## src/rtl/pma_chk_pkg.sv

```systemverilog
package pma_chk_pkg;

  typedef enum logic [1:0] {
    ATTR_CA  = 2'b00,
    ATTR_DEV = 2'b01,
    ATTR_NC  = 2'b10
  } pma_attr_e;

  localparam int GRAN_BITS  = 12;
  localparam int FIX_SLOTS  = 8;
  localparam int SEL_W      = 5;
  localparam int SEL_BASE0  = 8;
  localparam int SEL_FDEV   = 16;
  localparam int SEL_FNC    = 17;
  localparam int SEL_FCA    = 18;

  // Base register control bit positions
  localparam int B_EN  = 0;
  localparam int B_DEV = 1;
  localparam int B_NC  = 2;
  localparam int B_SHR = 3;

  // Class of an entry from its two type bits; NC dominates DEV.
  function automatic pma_attr_e decode_class(logic dev, logic nc);
    if (nc)       return ATTR_NC;
    else if (dev) return ATTR_DEV;
    else          return ATTR_CA;
  endfunction

  // Masked compare of two addresses, widened to 64 bits.
  function automatic logic masked_equal(logic [63:0] a, logic [63:0] b,
                                        logic [63:0] m);
    return ((a ^ b) & m) == 64'd0;
  endfunction

  // Keep-mask of the low 'w' bits of a 64-bit word.
  function automatic logic [63:0] low_ones(int w);
    return (w >= 64) ? {64{1'b1}} : ((64'd1 << w) - 64'd1);
  endfunction

endpackage

```

## src/rtl/pma_fixed_bank.sv

```systemverilog
module pma_fixed_bank
  import pma_chk_pkg::*;
#(
  parameter int          XLEN         = 32,
  parameter int          PA_W         = 32,
  parameter int          FIX_DEV_CNT  = 2,
  parameter logic [31:0] FIX_DEV_BASE = 32'h1000_0000,
  parameter int          FIX_DEV_LOG2 = 16,
  parameter int          FIX_NC_CNT   = 1,
  parameter logic [31:0] FIX_NC_BASE  = 32'h2000_0000,
  parameter int          FIX_NC_LOG2  = 20,
  parameter int          FIX_CA_CNT   = 4,
  parameter logic [31:0] FIX_CA_BASE  = 32'h8000_0000,
  parameter int          FIX_CA_LOG2  = 24
) (
  input  logic                 clk,
  input  logic                 rst_n,
  input  logic                 we,
  input  logic [SEL_W-1:0]     sel,
  input  logic [FIX_SLOTS-1:0] wdata,
  input  logic [PA_W-1:0]      addr,
  output logic [FIX_SLOTS-1:0] en_dev_q,
  output logic [FIX_SLOTS-1:0] en_nc_q,
  output logic [FIX_SLOTS-1:0] en_ca_q,
  output logic                 fix_dev,
  output logic                 fix_nc,
  output logic                 fix_ca
);
  localparam logic [FIX_SLOTS-1:0] IMPL_DEV = FIX_SLOTS'(low_ones(FIX_DEV_CNT));
  localparam logic [FIX_SLOTS-1:0] IMPL_NC  = FIX_SLOTS'(low_ones(FIX_NC_CNT));
  localparam logic [FIX_SLOTS-1:0] IMPL_CA  = FIX_SLOTS'(low_ones(FIX_CA_CNT));
  localparam logic [63:0]          PA_KEEP  = low_ones(PA_W);

  always_ff @(posedge clk or negedge rst_n) begin
    if (!rst_n) begin
      en_dev_q <= '0;
      en_nc_q  <= '0;
      en_ca_q  <= '0;
    end else if (we) begin
      if (sel == SEL_W'(SEL_FDEV)) en_dev_q <= wdata & IMPL_DEV;
      if (sel == SEL_W'(SEL_FNC))  en_nc_q  <= wdata & IMPL_NC;
      if (sel == SEL_W'(SEL_FCA))  en_ca_q  <= wdata & IMPL_CA;
    end
  end

  logic [FIX_SLOTS-1:0] in_dev, in_nc, in_ca;
  logic [63:0]          a64;
  assign a64 = 64'(addr);

  for (genvar k = 0; k < FIX_SLOTS; k++) begin : g_fix
    if (k < FIX_DEV_CNT) begin : g_dev
      assign in_dev[k] = masked_equal(a64,
        64'(FIX_DEV_BASE) + (64'(k) << FIX_DEV_LOG2), PA_KEEP << FIX_DEV_LOG2);
    end else begin : g_dev_none
      assign in_dev[k] = 1'b0;
    end
    if (k < FIX_NC_CNT) begin : g_nc
      assign in_nc[k] = masked_equal(a64,
        64'(FIX_NC_BASE) + (64'(k) << FIX_NC_LOG2), PA_KEEP << FIX_NC_LOG2);
    end else begin : g_nc_none
      assign in_nc[k] = 1'b0;
    end
    if (k < FIX_CA_CNT) begin : g_ca
      assign in_ca[k] = masked_equal(a64,
        64'(FIX_CA_BASE) + (64'(k) << FIX_CA_LOG2), PA_KEEP << FIX_CA_LOG2);
    end else begin : g_ca_none
      assign in_ca[k] = 1'b0;
    end
  end

  assign fix_dev = |(in_dev & en_dev_q);
  assign fix_nc  = |(in_nc  & en_nc_q);
  assign fix_ca  = |(in_ca  & en_ca_q);

  // enable bits of unimplemented slots never become set
  p_unimpl_zero_r9: assert property (@(posedge clk) disable iff (!rst_n)
    ((en_dev_q & ~IMPL_DEV) | (en_nc_q & ~IMPL_NC) | (en_ca_q & ~IMPL_CA)) == '0);

endmodule

```

## config.mk

```make
export PLATFORM = sky130hd
export DESIGN_NAME = pma_fixed_bank
export DESIGN_NICKNAME = d
export VERILOG_FILES = /design/src/rtl/pma_chk_pkg.sv /design/src/rtl/pma_fixed_bank.sv
export SDC_FILE = /design/constraint.sdc
export NUM_CORES = 1
export LEC_CHECK = 0
export CAP_MARGIN = 40
export CORE_UTILIZATION = 26
export DETAILED_ROUTE_END_ITERATION = 12
export PLACE_DENSITY = 0.87
export SYNTH_ARGS = -nofsm -noshare
export SYNTH_HDL_FRONTEND = slang
export SYNTH_SLANG_ARGS = --single-unit
```

## constraint.sdc

```tcl
create_clock -name clk -period 3.24 [get_ports clk]
set_clock_uncertainty 0.1 [all_clocks]
set_input_delay 0.486 -clock clk [delete_from_list [all_inputs] [get_ports clk]]
set_output_delay 0.486 -clock clk [all_outputs]
set_load 0.005 [all_outputs]
```

==> impl_metrics.env, run 1 <==
export IMPL_status="complete, no violations"
export IMPL_sw_frac_of_total_pct=24.7
export IMPL_clkPwrFrac_pct=25.7
export IMPL_grt_total_usage_pct=10.8
export IMPL_vias=490
export IMPL_postCtsResizedCells=0
export IMPL_syn_to_final_growth_pct=63.7
export IMPL_dieArea_sq_um=2310
export IMPL_grt_pass1_vias=408
export IMPL_setup_violations=0
export IMPL_htreeDepth=1
export IMPL_root_buffer="clkbuf_4"
export IMPL_slew_viol_final=0
export IMPL_syn_inst=52
export IMPL_cts_clk_slew_worst_paths_ps=50
export IMPL_hold_path_class="input port to async pin"
export IMPL_seq_area_frac_synth_pct=31.7
export IMPL_viasPerCell=4.15
export IMPL_path_depth=5
export IMPL_grt_max_degree=8
export IMPL_ir_drop_mv=0.227
export IMPL_end_kind="primary output"
export IMPL_cts_tree="yes"
export IMPL_fin_ws_ps=490
export IMPL_diodes=0
export IMPL_nets=140
export IMPL_pwr_share_seq_pct=38.6
export IMPL_r2r_slack_ps=2350
export IMPL_leakagePower_nw=0.380
export IMPL_crit_family="buffers and inverters"
export IMPL_cp_start_kind="input port"
export IMPL_antenna_found_initial=0
export IMPL_grt_overflow=0
export IMPL_place_ws_ps=487
export IMPL_critPathMaxStageDelay_ps=550
export IMPL_die_w_um=48.1
export IMPL_ant_nets=0
export IMPL_ys_types=19
export IMPL_dpl_hpwl_mm=1.08
export IMPL_clockBufferDepth=2
export IMPL_firstDrtPassIters=4
export IMPL_drive_gt1_share_pct=13.2
export IMPL_ctsHoldBuffers=0
export IMPL_worstPathMaxFanout=2
export IMPL_rsz0062_at_grt="no"
export IMPL_avgSynthCellArea_sq_um=10.6
export IMPL_critical_path_class="input port to primary output"
export IMPL_rr_worst_depth=1
export IMPL_grt_pass1_wl_mm=1.57
export IMPL_slowest_stage="clkdlybuf4s50_1"
export IMPL_core_area_sq_um=1980
export IMPL_worstSkewPairLatency_ps=260
export IMPL_timing_fmax_ghz=0.364
export IMPL_combinationalPowerShare_pct=35.6
export IMPL_drtIter0Drc=5
export IMPL_r2r_end="en_dev_q[0]$_DFFE_PN0P_"
export IMPL_num_rows=16
export IMPL_synth_seq_cells=7
export IMPL_endpoint="fix_nc"
export IMPL_cp_data_arrival_time_ps=2160
export IMPL_post_drt_wl_per_cell_um=10.4
export IMPL_post_cts_buffers=0
export IMPL_netlist_area_sq_um=552
export IMPL_setup_worst_path_start="addr[25]"
export IMPL_fin_crit_sh_pct=84.9
export IMPL_final_setup_tns_ps=0
export IMPL_crit_buf_inv=2
export IMPL_port_buffers=37
export IMPL_initial_utilization_pct=27.8
export IMPL_die_y_um=48.1
export IMPL_cts_buffers=3
export IMPL_fin_crit_ps=2750
export IMPL_powerDensity_nw_per_um2=344
export IMPL_synth_warnings=0
export IMPL_internal_power_mw=0.234
export IMPL_cp_data_required_time_ps=2650
export IMPL_drt_wl_total_mm=1.23
export IMPL_rr_startpoint="en_dev_q[0]$_DFFE_PN0P_"
export IMPL_path_cells="clkdlybuf4s50_1, nor4_1, nand3_1, nor4_1, clkdlybuf4s50_1"
export IMPL_gp_congestion=0.693
export IMPL_p_switching_mw=0.0766
export IMPL_hold_viol=0
export IMPL_drcViolationCount=0
export IMPL_clock_sinks=7
export IMPL_ios=75
export IMPL_drv_cap=0
## metal layers
| layer | vias to the layer above | wire length [um] | GRT usage [%] | share of wire, % |
|---|---|---|---|---|
| met1 | 215 | 436 | 9.11 | 35 |
| met4 | 0 | 29 | 8.33 | 2.4 |
| met2 | 44 | 605 | 19.5 | 49 |
| li1 | 229 | - | - | - |
| met5 | - | 0 | 0 | 0 |
| met3 | 2 | 161 | 4.91 | 13 |
## kinds of logic (layout without fill, tap and decap cells)
logic type	Yosys count	count (layout)	synth area share, %
and+or+nand+nor	17	17	19.5
DFF	7	7	31.7
muxes	9	9	22.9
other	1	17	0.680
buffers and inverters	18	41	25.2
## cells in the mapped netlist, drive strengths merged
| master | n | area share, % |
|---|---|---|
| and3 | 2 | 2.3 |
| buf | 18 | 25 |
| conb | 1 | 0.68 |
| dfrtp | 7 | 32 |
| mux2 | 7 | 17 |
| mux2i | 1 | 1.8 |
| mux4 | 1 | 4.1 |
| nand2 | 2 | 1.4 |
| nand3 | 2 | 1.8 |
| nand3b | 1 | 1.4 |
| nor2 | 1 | 0.68 |
| nor2b | 1 | 1.1 |
| nor3 | 2 | 1.8 |
| nor3b | 1 | 1.4 |
| nor4 | 3 | 3.4 |
| nor4b | 2 | 4.3 |
## worst min-delay path by stage
| stage | cells past startpoint | end | start | slack, ps |
|---|---|---|---|---|
| 4_1_cts | 1 | en_dev_q[0]$_DFFE_PN0P_ | rst_n | 390 |
| 6_report | 1 | en_dev_q[0]$_DFFE_PN0P_ | rst_n | 380 |
| 2_1_floorplan | 0 | en_ca_q[0]$_DFFE_PN0P_ | rst_n | 90 |
| 5_1_grt | 1 | en_ca_q[3]$_DFFE_PN0P_ | rst_n | 410 |
| 3_3_place_gp | 1 | en_ca_q[3]$_DFFE_PN0P_ | en_ca_q[3]$_DFFE_PN0P_ | 430 |
| 3_5_place_dp | 1 | en_ca_q[3]$_DFFE_PN0P_ | en_ca_q[3]$_DFFE_PN0P_ | 440 |
## cell type report
class                   count  area (sq um)
clock buffers               4          26.3
flip-flops and latches      7           175
fillers                   180          1080
multi-input cells          43           298
well taps                  27          33.8
repair buffers             37           370
## cells in the final DEF, fill, tap and decap left out, drive strengths merged
cell type and count:
nor2b 1, conb 17, mux2i 1, nor2 1
clkbuf 4, nand2 2, nor3b 1, clkdlybuf4s50 37
and3 2, mux4 1, nor4b 2, mux2 7
nand3b 1, dfrtp 7, nand3 2, nor3 2
nor4 3
## flip-flops by register name, indices dropped and copies added, names as in the netlist
signal	count
en_ca_q	4
en_dev_q	2
en_nc_q	1
## metrics by stage
| stage | power, mW | utilization [%] | hold slack, ps | instance area (sq um) | std cells |
|---|---|---|---|---|---|
| final | 0.310 | 45.6 | 376 | 903 | 118 |
| after global routing | 0.332 | 45.6 | 408 | 903 | 118 |
| after CTS | 0.315 | 45.6 | 385 | 903 | 118 |
| after detailed placement | 0.234 | 44.3 | 438 | 877 | 114 |
| after global placement | 0.231 | 44.3 | 426 | 877 | 114 |
| after floorplan | 0.169 | - | 90.4 | 612 | 68 |
## power by group through the flow
stage               clock network [mW]  registers [mW]  logic, mW
floorplan                            0           0.119     0.0507
global placement                     0           0.121      0.110
detailed placement                   0           0.123      0.112
CTS                             0.0817           0.121      0.112
global route                    0.0872           0.123      0.122
finish                          0.0799           0.120      0.111
No activity file was read; power rests on OpenSTA's default activity.
==> run 2, diff against run 1 <==
--- a/config.mk
+++ b/config.mk
@@ -6,9 +6,9 @@
 export NUM_CORES = 1
 export LEC_CHECK = 0
 export CAP_MARGIN = 40
-export CORE_UTILIZATION = 26
+export CORE_UTILIZATION = 24
 export DETAILED_ROUTE_END_ITERATION = 12
-export PLACE_DENSITY = 0.87
+export PLACE_DENSITY = 0.81
 export SYNTH_ARGS = -nofsm -noshare
 export SYNTH_HDL_FRONTEND = slang
 export SYNTH_SLANG_ARGS = --single-unit
==> constraint.sdc (replaced) <==
create_clock -name clk -period 2.7 [get_ports clk]
set_clock_uncertainty 0.1 [all_clocks]
set_input_delay 0.405 -clock clk [delete_from_list [all_inputs] [get_ports clk]]
set_output_delay 0.405 -clock clk [all_outputs]
set_load 0.005 [all_outputs]
==> impl_metrics.env, run 2 (synthesis gave the netlist of run 1 again) <==
export IMPL_status="complete, no violations"
export IMPL_largest_register_ffs=4
export IMPL_rsz0062_at_grt="no"
export IMPL_grt_busiest_layer="met2"
export IMPL_htreeDepth=1
export IMPL_end_kind="primary output"
export IMPL_fin_crit_sh_pct=94.8
export IMPL_grtUsageMet3_pct=4.32
export IMPL_top_regs="en_ca_q (4), en_dev_q (2), en_nc_q (1)"
export IMPL_slowest_stage="clkdlybuf4s50_1"
export IMPL_cts_tree="yes"
export IMPL_num_rows=16
export IMPL_grt_overflow=0
export IMPL_antenna_found_initial=0
export IMPL_powerDensity_nw_per_um2=408
export IMPL_fillers=210
export IMPL_leakagePower_nw=0.380
export IMPL_nets=140
export IMPL_worstSkewPairLatency_ps=250
export IMPL_root_buffer="clkbuf_4"
export IMPL_regMostFlops="en_ca_q"
export IMPL_core_area_sq_um=2060
export IMPL_fin_crit_ps=2560
export IMPL_drcViolationCount=0
export IMPL_diodes=0
export IMPL_utilization_pct=44.1
export IMPL_cp_start_kind="input port"
export IMPL_grt_pass1_vias=451
export IMPL_vias=491
export IMPL_met2_usage_pct=18.2
export IMPL_ant_nets=0
export IMPL_grt_pass1_wl_mm=1.99
export IMPL_final_cell_mix="37 x clkdlybuf4s50_1, 17 x conb_1, 7 x dfrtp_1"
export IMPL_syn_to_final_growth_pct=64.9
export IMPL_place_inst=114
export IMPL_dieArea_sq_um=2500
export IMPL_post_drt_wl_per_cell_um=10.5
export IMPL_cp_data_required_time_ps=2190
export IMPL_slew_viol_final=0
export IMPL_viasPerCell=4.16
export IMPL_final_setup_tns_ps=0
export IMPL_drt_wl_total_mm=1.24
export IMPL_drtIter0Drc=1
export IMPL_cts_buffers=3
export IMPL_rr_worst_depth=1
export IMPL_clockBufferDepth=2
export IMPL_die_y_um=50.0
export IMPL_drv_cap=0
export IMPL_setup_violations=0
export IMPL_grt_max_degree=8
export IMPL_cp_data_arrival_time_ps=2050
export IMPL_timing_fmax_ghz=0.391
export IMPL_gp_congestion=0.634
export IMPL_final_cells=118
export IMPL_port_buffers=37
export IMPL_critical_path_class="input port to primary output"
export IMPL_firstDrtPassIters=2
export IMPL_dpl_hpwl_mm=1.11
export IMPL_multi_input_area_sq_um=304
export IMPL_drive_gt1_share_pct=14.3
export IMPL_cpMostUsedCell="clkdlybuf4s50_1"
export IMPL_worstPathMaxFanout=2
export IMPL_clock_sinks=7
export IMPL_die_w_um=50.0
export IMPL_seq_area_sq_um=175
export IMPL_grt_total_usage_pct=11.3
export IMPL_grt_util_met1_pct=11.1
export IMPL_final_common_cell="clkdlybuf4s50_1"
export IMPL_hold_path_class="input port to async pin"
export IMPL_path_cells="clkdlybuf4s50_1, nor4_1, nand3_1, nor4_2, clkdlybuf4s50_1"
export IMPL_initial_utilization_pct=26.8
export IMPL_ios=75
export IMPL_critPathMaxStageDelay_ps=540
export IMPL_cts_clk_slew_worst_paths_ps=50
export IMPL_ir_drop_mv=0.191
export IMPL_hold_viol=0
run 2: changes by cell type in the layout (fill, tap and decap cells not counted):
cell    previous run  this run
nor4_2             0         1
nor4_1             3         2
run 2: path summary, 6_finish.rpt:
kind | startpoint | endpoint | slack (ps)
max | addr[25] | fix_nc | 140
min | rst_n | en_nc_q[0]$_DFFE_PN0P_ | 310
max reg2reg | en_nc_q[0]$_DFFE_PN0P_ | en_nc_q[0]$_DFFE_PN0P_ | 1810
min reg2reg | en_dev_q[1]$_DFFE_PN0P_ | en_dev_q[1]$_DFFE_PN0P_ | 440
max in group asynchronous | rst_n | en_ca_q[0]$_DFFE_PN0P_ | 1950
min in group clk | en_dev_q[1]$_DFFE_PN0P_ | en_dev_q[1]$_DFFE_PN0P_ | 440
run 2: timing repair:
action,in CTS,in global routing
endpoints found under the setup margin,0,1
buffers inserted,0,0
gates resized for setup,0,1
hold buffers,0,0
run 2: stage by stage:
step                      setup WS (ps)  hold slack, ps  power, mW  cell area (sq um)
after floorplan                    1140            9.41      0.203                612
after global routing               41.2             340      0.391                910
after CTS                           154             311      0.376                903
final                               141             312      0.371                910
after global placement              147             426      0.278                877
after detailed placement            153             443      0.283                877
run 2: power by group:
group	switching [mW]	total, mW	internal [mW]
sequential	0.0181	0.144	0.126
combinational	0.0368	0.135	0.0986
clock	0.0356	0.0918	0.0562
total	0.0906	0.371	0.281
run 2: layer usage:
layer  share of wire, %  routed length (um)
met5                  0                   0
met4                2.9                  36
met3                 13                 166
met2                 47                 587
met1                 36                 451
run 2: cell type report:
cell class	instances	share of cell area (%)
multi-input cells	43	33.4
repair buffers	37	40.7
flip-flops and latches	7	19.3
clock buffers	4	2.89
well taps	27	3.71
run 2: worst max-delay path: cells and delay by family:
kind,cells,cell delay (ps)
AND/OR/NAND/NOR,3,680
buffers and inverters,2,980
